$ cat config.mk
export PLATFORM = sky130hd
export DESIGN_NAME = ext_irq_sense
export DESIGN_NICKNAME = d
export VERILOG_FILES = /design/src/rtl/ext_irq_pkg.sv /design/src/rtl/irq_pin_sync.sv /design/src/rtl/irq_sense_cell.sv /design/src/rtl/irq_regbus.sv /design/src/rtl/ext_irq_sense.sv
export SDC_FILE = /design/constraint.sdc
export NUM_CORES = 1
export LEC_CHECK = 0
export ABC_AREA = 1
export BUFFER_PORTS_ARGS = -buffer_cell sky130_fd_sc_hd__buf_2
export CAP_MARGIN = 20
export CORE_ASPECT_RATIO = 1.2
export CORE_MARGIN = 5
export CORE_UTILIZATION = 47
export CTS_BUF_LIST = sky130_fd_sc_hd__clkbuf_16
export DETAILED_ROUTE_END_ITERATION = 6
export GPL_TIMING_DRIVEN = 0
export PLACE_DENSITY_LB_ADDON = 0.08
export SKIP_CTS_REPAIR_TIMING = 1
export SYNTH_ARGS = -nofsm -noshare
export SYNTH_HDL_FRONTEND = slang
export SYNTH_SLANG_ARGS = --single-unit
$ cat constraint.sdc
create_clock -name clk -period 1.29 [get_ports clk]
set_input_delay 0.258 -clock clk [delete_from_list [all_inputs] [get_ports clk]]
set_output_delay 0.258 -clock clk [all_outputs]
set_load 0.01 [all_outputs]
$ cat src/rtl/ext_irq_pkg.sv
package ext_irq_pkg;
  localparam int unsigned PIN_N     = 2;
  localparam int unsigned DATA_W    = 8;
  localparam int unsigned ADDR_W    = 2;
  localparam int unsigned CODE_W    = 2;
  localparam int unsigned SENSE_W   = PIN_N * CODE_W;

  typedef enum logic [CODE_W-1:0] {
    SENSE_LOW  = 2'b00,
    SENSE_ANY  = 2'b01,
    SENSE_FALL = 2'b10,
    SENSE_RISE = 2'b11
  } sense_e;

  localparam logic [ADDR_W-1:0] REG_SENSE = 2'd0;
  localparam logic [ADDR_W-1:0] REG_MASK  = 2'd1;
  localparam logic [ADDR_W-1:0] REG_FLAG  = 2'd2;

  // Transition event between two registered samples for a given code.
  function automatic logic sense_event(input sense_e code, input logic prev, input logic cur);
    logic ev;
    case (code)
      SENSE_ANY:  ev = prev ^ cur;
      SENSE_FALL: ev = prev & ~cur;
      SENSE_RISE: ev = ~prev & cur;
      default:    ev = 1'b0;
    endcase
    return ev;
  endfunction

  // Level condition used only in low-level mode.
  function automatic logic level_active(input sense_e code, input logic cur);
    return (code == SENSE_LOW) && !cur;
  endfunction
endpackage

$ cat src/rtl/irq_pin_sync.sv
module irq_pin_sync #(
  parameter int unsigned STAGES = 2
) (
  input  logic clk,
  input  logic rst_n,
  input  logic pin_async,
  output logic pin_sync
);
  localparam int unsigned LAST = STAGES - 1;

  logic [LAST:0] chain_q;

  generate
    if (STAGES == 1) begin : g_one
      always_ff @(posedge clk) begin
        if (!rst_n) chain_q <= '1;
        else        chain_q <= pin_async;
      end
    end else begin : g_many
      always_ff @(posedge clk) begin
        if (!rst_n) chain_q <= '1;
        else        chain_q <= {chain_q[LAST-1:0], pin_async};
      end
    end
  endgenerate

  assign pin_sync = chain_q[LAST];
endmodule

$ cat src/rtl/irq_sense_cell.sv
module irq_sense_cell
  import ext_irq_pkg::*;
(
  input  logic   clk,
  input  logic   rst_n,
  input  logic   cur_i,
  input  sense_e mode_i,
  input  logic   sw_clr_i,
  input  logic   ack_i,
  output logic   evt_o,
  output logic   level_o,
  output logic   pend_o
);
  logic prev_q;
  logic pend_q;
  logic set_w;
  logic clr_w;

  assign evt_o   = sense_event(mode_i, prev_q, cur_i);
  assign level_o = level_active(mode_i, cur_i);
  assign set_w   = evt_o && (mode_i != SENSE_LOW);
  assign clr_w   = sw_clr_i || ack_i;

  // Previous sample tracks the current one every cycle, so a change of
  // code never compares against a stale sample.
  always_ff @(posedge clk) begin
    if (!rst_n) prev_q <= 1'b1;
    else        prev_q <= cur_i;
  end

  always_ff @(posedge clk) begin
    if (!rst_n)     pend_q <= 1'b0;
    else if (set_w) pend_q <= 1'b1;
    else if (clr_w) pend_q <= 1'b0;
  end

  assign pend_o = pend_q;

  a_r4_event_sets_flag: assert property (@(posedge clk) disable iff (!rst_n)
    set_w |=> pend_q);

  a_r6_clear_drops_flag: assert property (@(posedge clk) disable iff (!rst_n)
    (clr_w && !set_w && pend_q) |=> !pend_q);

  a_r3_low_mode_no_flag: assert property (@(posedge clk) disable iff (!rst_n)
    (mode_i == SENSE_LOW && !pend_q) |=> !pend_q);
endmodule

$ cat src/rtl/irq_regbus.sv
module irq_regbus
  import ext_irq_pkg::*;
(
  input  logic               clk,
  input  logic               rst_n,
  input  logic               bus_sel,
  input  logic               bus_wr,
  input  logic [ADDR_W-1:0]  bus_addr,
  input  logic [DATA_W-1:0]  bus_wdata,
  output logic [DATA_W-1:0]  bus_rdata,
  input  logic [PIN_N-1:0]   pend_i,
  output logic [SENSE_W-1:0] sense_o,
  output logic [PIN_N-1:0]   mask_o,
  output logic [PIN_N-1:0]   flag_clr_o
);
  logic [SENSE_W-1:0] sense_q;
  logic [PIN_N-1:0]   mask_q;
  logic [DATA_W-1:0]  rdata_q;
  logic [DATA_W-1:0]  rdata_n;
  logic               wr_en;
  logic               rd_en;

  assign wr_en = bus_sel && bus_wr;
  assign rd_en = bus_sel && !bus_wr;

  always_ff @(posedge clk) begin
    if (!rst_n) begin
      sense_q <= '0;
      mask_q  <= '0;
    end else if (wr_en) begin
      if (bus_addr == REG_SENSE) sense_q <= bus_wdata[SENSE_W-1:0];
      if (bus_addr == REG_MASK)  mask_q  <= bus_wdata[PIN_N-1:0];
    end
  end

  assign flag_clr_o = (wr_en && bus_addr == REG_FLAG) ? bus_wdata[PIN_N-1:0] : '0;

  always_comb begin
    rdata_n = '0;
    case (bus_addr)
      REG_SENSE: rdata_n[SENSE_W-1:0] = sense_q;
      REG_MASK:  rdata_n[PIN_N-1:0]   = mask_q;
      REG_FLAG:  rdata_n[PIN_N-1:0]   = pend_i;
      default:   rdata_n = '0;
    endcase
  end

  always_ff @(posedge clk) begin
    if (!rst_n)     rdata_q <= '0;
    else if (rd_en) rdata_q <= rdata_n;
  end

  assign bus_rdata = rdata_q;
  assign sense_o   = sense_q;
  assign mask_o    = mask_q;

  a_r1_upper_sense_zero: assert property (@(posedge clk) disable iff (!rst_n)
    (rd_en && bus_addr == REG_SENSE) |=> (bus_rdata[DATA_W-1:SENSE_W] == '0));

  a_r9_unmapped_reads_zero: assert property (@(posedge clk) disable iff (!rst_n)
    (rd_en && bus_addr == 2'd3) |=> (bus_rdata == '0));
endmodule

$ cat src/rtl/ext_irq_sense.sv
module ext_irq_sense
  import ext_irq_pkg::*;
#(
  parameter int unsigned SYNC_STAGES = 2
) (
  input  logic              clk,
  input  logic              rst_n,
  input  logic              bus_sel,
  input  logic              bus_wr,
  input  logic [ADDR_W-1:0] bus_addr,
  input  logic [DATA_W-1:0] bus_wdata,
  output logic [DATA_W-1:0] bus_rdata,
  input  logic              glob_en,
  input  logic [PIN_N-1:0]  pin_in,
  input  logic [PIN_N-1:0]  irq_ack,
  output logic [PIN_N-1:0]  irq_req
);
  logic [SENSE_W-1:0] sense_w;
  logic [PIN_N-1:0]   mask_w;
  logic [PIN_N-1:0]   flag_clr_w;
  logic [PIN_N-1:0]   pin_sync_w;
  logic [PIN_N-1:0]   evt_w;
  logic [PIN_N-1:0]   level_w;
  logic [PIN_N-1:0]   pend_w;
  logic [PIN_N-1:0]   raw_req_w;

  irq_regbus u_regs (
    .clk        (clk),
    .rst_n      (rst_n),
    .bus_sel    (bus_sel),
    .bus_wr     (bus_wr),
    .bus_addr   (bus_addr),
    .bus_wdata  (bus_wdata),
    .bus_rdata  (bus_rdata),
    .pend_i     (pend_w),
    .sense_o    (sense_w),
    .mask_o     (mask_w),
    .flag_clr_o (flag_clr_w)
  );

  generate
    for (genvar i = 0; i < PIN_N; i++) begin : g_pin
      sense_e mode_w;
      assign mode_w = sense_e'(sense_w[i*CODE_W +: CODE_W]);

      irq_pin_sync #(.STAGES(SYNC_STAGES)) u_sync (
        .clk       (clk),
        .rst_n     (rst_n),
        .pin_async (pin_in[i]),
        .pin_sync  (pin_sync_w[i])
      );

      irq_sense_cell u_cell (
        .clk      (clk),
        .rst_n    (rst_n),
        .cur_i    (pin_sync_w[i]),
        .mode_i   (mode_w),
        .sw_clr_i (flag_clr_w[i]),
        .ack_i    (irq_ack[i]),
        .evt_o    (evt_w[i]),
        .level_o  (level_w[i]),
        .pend_o   (pend_w[i])
      );

      assign raw_req_w[i] = (mode_w == SENSE_LOW) ? level_w[i] : pend_w[i];
      assign irq_req[i]   = raw_req_w[i] && mask_w[i] && glob_en;

      a_r8_req_gated: assert property (@(posedge clk) disable iff (!rst_n)
        irq_req[i] |-> (glob_en && mask_w[i]));

      a_r3_low_req_tracks_pin: assert property (@(posedge clk) disable iff (!rst_n)
        (mode_w == SENSE_LOW && pin_sync_w[i]) |-> !irq_req[i]);
    end
  endgenerate
endmodule

==> results of run 1 <==
worst max-delay path, delay by kind of cell, from the launching register on:
family,cells,cell delay (ns)
and+or+nand+nor,1,0.08
DFF,1,0.34
buffers and inverters,1,0.15
AOI/OAI and AO/OA,2,0.26
power groups by stage:
stage	Clock, uW	Sequential [uW]	Combinational, uW
final	620	589	121
after global routing	654	590	136
after CTS	627	586	119
after detailed placement	0	598	118
after global placement	0	597	114
after floorplan	0	594	74.5
per-stage QoR:
step	setup slack, ns	hold WS (ns)	cell area (um^2)	utilization [%]
floorplan	0.288	0.358	870	-
global placement	0.201	0.392	988	55.3
detailed placement	0.208	0.401	988	55.3
CTS	-0.0706	0.186	1070	59.7
global route	-0.103	0.186	1080	60.7
finish	-0.0492	0.184	1080	60.7
metal layers:
layer	part of all wire, %	wire (um)	track usage, %
met5	0	0	0
met1	42	768	14.9
met3	3.6	65	3.71
met2	53	963	23.7
met4	1.3	23	5.77
kinds of logic (layout without fill, tap and decap cells):
kind of cell,after synthesis,count (layout)
fa+ha+maj,4,4
other cells,1,4
buf+inv,21,44
compound gates,22,22
flops,18,18
simple gates,48,48
final timing paths:
kind / end / slack, ns / cells after the start
hold reg to reg: g_pin[0].u_sync.chain_q[1] / 0.41 / 1
setup / recovery: irq_req[1] / -0.05 / 4
setup reg to reg: g_pin[1].u_cell.pend_o / 0.20 / 5
hold / removal: g_pin[0].u_sync.chain_q[0] / 0.18 / 2
sequential cells by signal (all words and copies together), names as in the netlist:
name,cells
g_pin.u_cell.pend_o,2
g_pin.u_cell.prev_q,2
g_pin.u_sync.chain_q,4
u_regs.bus_rdata,4
u_regs.mask_o,2
u_regs.sense_o,4
cells in the final DEF, fill, tap and decap left out:
cell and count:
buf_4 4, ha_1 4, conb_1 4, dfxtp_1 13
dfxtp_2 5, buf_2 20, clkbuf_16 3, clkinv_1 1
nand4_1 2, or2_1 4, o21ai_0 4, a21oi_1 9
nor2_4 2, nor2_1 8, nand2_4 1, a31oi_1 1
inv_1 12, a21oi_2 2, o211ai_1 1, o21ai_2 1
nand2_1 18, o21ai_1 4, inv_2 4, nor2_2 1
nand3_1 12
cell type report:
| cell class | instances | area (um^2) | share of cell area, % |
|---|---|---|---|
| plain buffers | 5 | 35.0 | 3.23 |
| flip-flops and latches | 18 | 367 | 33.8 |
| multi-input cells | 78 | 425 | 39.2 |
| well taps | 19 | 23.8 | 2.19 |
| clock inverters | 1 | 3.75 | 0.346 |
| inverters | 16 | 60.1 | 5.54 |
| clock buffers | 3 | 75.1 | 6.92 |
| repair buffers | 19 | 95.1 | 8.77 |
==> run metrics, run 1 <==
status complete, but fails checks; failing checks setup timing; ys flop type dfxtp_1; P_sw 292 uW; top cells by area, synth dfxtp_1 42%, nand2_1 7.9%, nand3_1 7.0%; post-route antenna net violation count 0; #FFs+latches synth 18; max incr delay on CP 0.34 ns; Synth Area in Adders 5.83%; Synth async-reset ratio 0%; num ports 29; core area 0.00179 mm^2; CTS tree built; Final Instance Count excl. Fillers 159; Worst setup EP type primary output; GRT Overall Usage 13.5%; worst skew pair latency 0.25 ns; Clock transition at path regs 0.05 ns; fin crit share 104%; drt first-iter violations 11; switching part of the total 22.0%; area delta synth->final 26.4%; Fin Setup TNS -0.0610 ns; placer congestion estimate 0.794; num rows 17; Synth top area share 42.0%; worst hold start pin_in[0]; largest family of logic cells by synthesized area simple AND/OR/NAND/NOR gates; worst flop-to-flop path startpoint g_pin[1].u_cell.prev_q; DRC errors left 0; Mapped Area 858 um^2; synth cell count leaders 18 x dfxtp_1, 18 x nand2_1, 12 x inv_1, 12 x nand3_1; P per Cell Area 1230 mW/mm^2; Fillers 180; Final setup viols 2; DP Cell Count 155; Worst Skew 0.00152 ns; largest area contributor in the netlist dfxtp_1; Vias/cell 4.94; CP Launch Type register; Synth Warn # 0; Synth Area in Compound Gates 14.1%; input/output buffers 19; RSZ-0062 raised after global routing true; Die W 49.0 um; # H-tree levels 1; clock buffer depth 2; simple-gate share of the synthesized area 26.5%; clock sinks 18; Slew Limit Fails 0; ant diodes 0; drt first pass iters 4; leak pwr 0.000508 uW; Yosys cell types 21; Crit Path Max Fanout 4; Die ar. 0.00278 mm^2; Worst Setup SP u_regs.sense_o[3]; Post-Syn Area per Cell 7.53 um^2; initial antenna violation count 0; Root Driver clkbuf_16; Max Fclk 0.747 GHz; vias in the first global route 701; Hold Fails Final Rpt 0; total design power 1330 uW; worst-path cell chain o21ai_2 -> nand3_1 -> a31oi_1 -> buf_2; Final #Nets 164; max_cap viols 0; share of post-route cells with drive strength above 1 30.7%; EDFF count, synth 0; worst endpoint required time 1.03 ns; cts bufs inserted 3; GRT Residual Overflow 0; worst setup margin -0.0492 ns; register area share after synthesis 42.0%; Slowest-stage cell, CP dfxtp_2; Starting Density 48.0%; WL final 1.82 mm; internal power 1040 uW; crit path time final 1.34 ns; Comb power frac 9.1%; XOR/XNOR Fraction of Synth Area 0%; VDD IR max 0.909 mV; drt wl/cell 11.4 um; largest net degree at the start of global routing 11; Clk pwr share 46.7%; Die H 56.8 um; DP HPWL 1.43 mm; Worst EP arrival 1.08 ns; Cells after Synth 114; mux contribution to synthesized area 0%; sequential group share of total power 44.3%; first-pass GRT wire length 2.96 mm; Via Count 786; Worst Hold Class input pin to register; Crit Path Class register to primary output
(Power assumes the default switching activity.)
==> run 2, diff against run 1 <==
--- a/config.mk
+++ b/config.mk
@@ -6,13 +6,13 @@
 export NUM_CORES = 1
 export LEC_CHECK = 0
 export ABC_AREA = 1
-export BUFFER_PORTS_ARGS = -buffer_cell sky130_fd_sc_hd__buf_2
 export CAP_MARGIN = 20
 export CORE_ASPECT_RATIO = 1.2
 export CORE_MARGIN = 5
 export CORE_UTILIZATION = 47
 export CTS_BUF_LIST = sky130_fd_sc_hd__clkbuf_16
 export DETAILED_ROUTE_END_ITERATION = 6
+export DONT_BUFFER_PORTS = 1
 export GPL_TIMING_DRIVEN = 0
 export PLACE_DENSITY_LB_ADDON = 0.08
 export SKIP_CTS_REPAIR_TIMING = 1
==> constraint.sdc (replaced) <==
create_clock -name clk -period 1.6 [get_ports clk]
set_input_delay 0.32 -clock clk [delete_from_list [all_inputs] [get_ports clk]]
set_output_delay 0.32 -clock clk [all_outputs]
set_load 0.01 [all_outputs]
==> run 2 against run 1 <==
The run now ends clean. Hold slack lost 0.015 ns. First-iteration DRC count shrank 18%. Critical path depth shrank 1. Non-clock buffer count shrank 19. Register-to-register slack gained 0.32 ns. Sequential share of layout area grew 3.3 points. Final area shrank 10%. Wire length shrank 7.4%. Sequential power shrank 20%. Clock power shrank 20%. Power shrank 22%. Via count shrank 8.5%. Critical endpoint unchanged. Largest power group unchanged. Highest routed layer unchanged.
==> run metrics, run 2 (same netlist as run 1, synthesis figures left out) <==
Fin Setup TNS 0 ns (+0.0610 ns); num ports 29 (unchanged); CP Launch Type register; Slew Limit Fails 0 (unchanged); DP HPWL 1.36 mm (-4.9%); Worst setup EP type primary output; CTS tree built; Worst Hold Class input pin to register; Crit Path Max Fanout 4 (unchanged); cts bufs inserted 3 (unchanged); input/output buffers 0 (-19); VDD IR max 0.934 mV (+2.8%); P_sw 217 uW (-26%); drt wl/cell 12.0 um (+5.1%); fin crit share 87.4%; DRC errors left 0 (unchanged); internal power 823 uW (-21%); clock sinks 18 (unchanged); crit path time final 1.40 ns; placer congestion estimate 0.770 (-3.0%); total design power 1040 uW (-22%); Die ar. 0.00278 mm^2 (unchanged); worst skew pair latency 0.25 ns (about the same); Comb power frac 6.8% (-2.3 points); clock buffer depth 2 (unchanged); sequential group share of total power 45.5% (+1.2 points); initial antenna violation count 0 (unchanged); max incr delay on CP 0.34 ns (about the same); share of post-route cells with drive strength above 1 14.0% (-17 points); Starting Density 48.0% (unchanged); Hold Fails Final Rpt 0 (unchanged); worst-path cell chain o21ai_1 -> nand3_1 -> a31oi_1; Vias/cell 5.14 (+3.9%); Worst EP arrival 1.08 ns (about the same); worst endpoint required time 1.28 ns (+0.25 ns); largest net degree at the start of global routing 11 (unchanged); max_cap viols 0 (unchanged); Fillers 186 (+3.3%); area delta synth->final 13.3%; Die H 56.8 um (unchanged); Final setup viols 0 (-2); core area 0.00179 mm^2 (unchanged); Via Count 719 (-8.5%); RSZ-0062 raised after global routing false; drt first pass iters 4 (unchanged); Clock transition at path regs 0.05 ns (about the same); # H-tree levels 1 (unchanged); post-route antenna net violation count 0 (unchanged); P per Cell Area 1070 mW/mm^2 (-13%); drt first-iter violations 9 (-2); GRT Overall Usage 13.0% (-0.51 points); Final #Nets 145 (-12%); leak pwr 0.000417 uW (-18%); Die W 49.0 um (unchanged); GRT Residual Overflow 0 (unchanged); num rows 17 (unchanged); ant diodes 0 (unchanged); vias in the first global route 685 (-2.3%); Clk pwr share 47.8% (+1.1 points); WL final 1.69 mm (-7.4%); most frequent cells in the layout 18 x nand2_1, 18 x dfxtp_1, 12 x inv_1, 12 x nand3_1; first-pass GRT wire length 2.84 mm (-4.0%); Slowest-stage cell, CP dfxtp_1; Max Fclk 0.715 GHz; status completed; Worst Skew 0.00131 ns (-0.000216 ns); Root Driver clkbuf_16; Crit Path Class register to primary output; switching part of the total 20.9% (-1.1 points)
==> run 2: worst max-delay path: cells and delay by family, from the launching register on <==
family	cells	cell delay, ns
compound gates	2	0.41
flops	1	0.34
simple gates	1	0.08
==> run 2: power by group through the flow <==
stage	clock (uW)	combinational [uW]	sequential [uW]
2_1_floorplan	0	60.1	479
3_3_place_gp	0	69.0	482
3_5_place_dp	0	70.6	482
4_1_cts	512	70.9	473
5_1_grt	532	81.0	474
6_report	497	70.4	473
==> run 2: worst paths after layout <==
path	start	to	slack, ns	depth (start not counted)
setup / recovery	u_regs.sense_o[2]	irq_req[1]	0.20	3
hold / removal	pin_in[1]	g_pin[1].u_sync.chain_q[0]	0.17	1
setup reg to reg	g_pin[1].u_cell.prev_q	g_pin[1].u_cell.pend_o	0.52	5
hold reg to reg	g_pin[0].u_sync.chain_q[0]	g_pin[0].u_sync.chain_q[1]	0.41	1
==> run 2: cell type report <==
class	count	area, um^2	share of cell area, %
well taps	19	23.8	2.45
flip-flops and latches	18	360	37.1
multi-input cells	78	414	42.6
clock buffers	3	75.1	7.72
inverters	16	60.1	6.18
plain buffers	5	35.0	3.60
clock inverters	1	3.75	0.386
==> run 2: per-layer routing <==
layer | routed length, um | global-route usage, % | up-vias
li1 | - | - | 378
met1 | 668 | 12.6 | 322
met2 | 920 | 24.3 | 15
met3 | 64 | 3.45 | 4
met4 | 31 | 6.92 | 0
met5 | 0 | 0 | -
==> run 2: through the flow <==
| stage | instance area [um^2] | setup WS, ns | hold slack (ns) | util [%] | cells |
|---|---|---|---|---|---|
| finish | 972 | 0.202 | 0.170 | 54.4 | 140 |
| global route | 972 | 0.119 | 0.174 | 54.4 | 140 |
| CTS | 972 | 0.187 | 0.167 | 54.4 | 140 |
| detailed placement | 893 | 0.462 | 0.399 | 50.0 | 136 |
| global placement | 893 | 0.463 | 0.393 | 50.0 | 136 |
| floorplan | 870 | 0.548 | 0.386 | - | 117 |
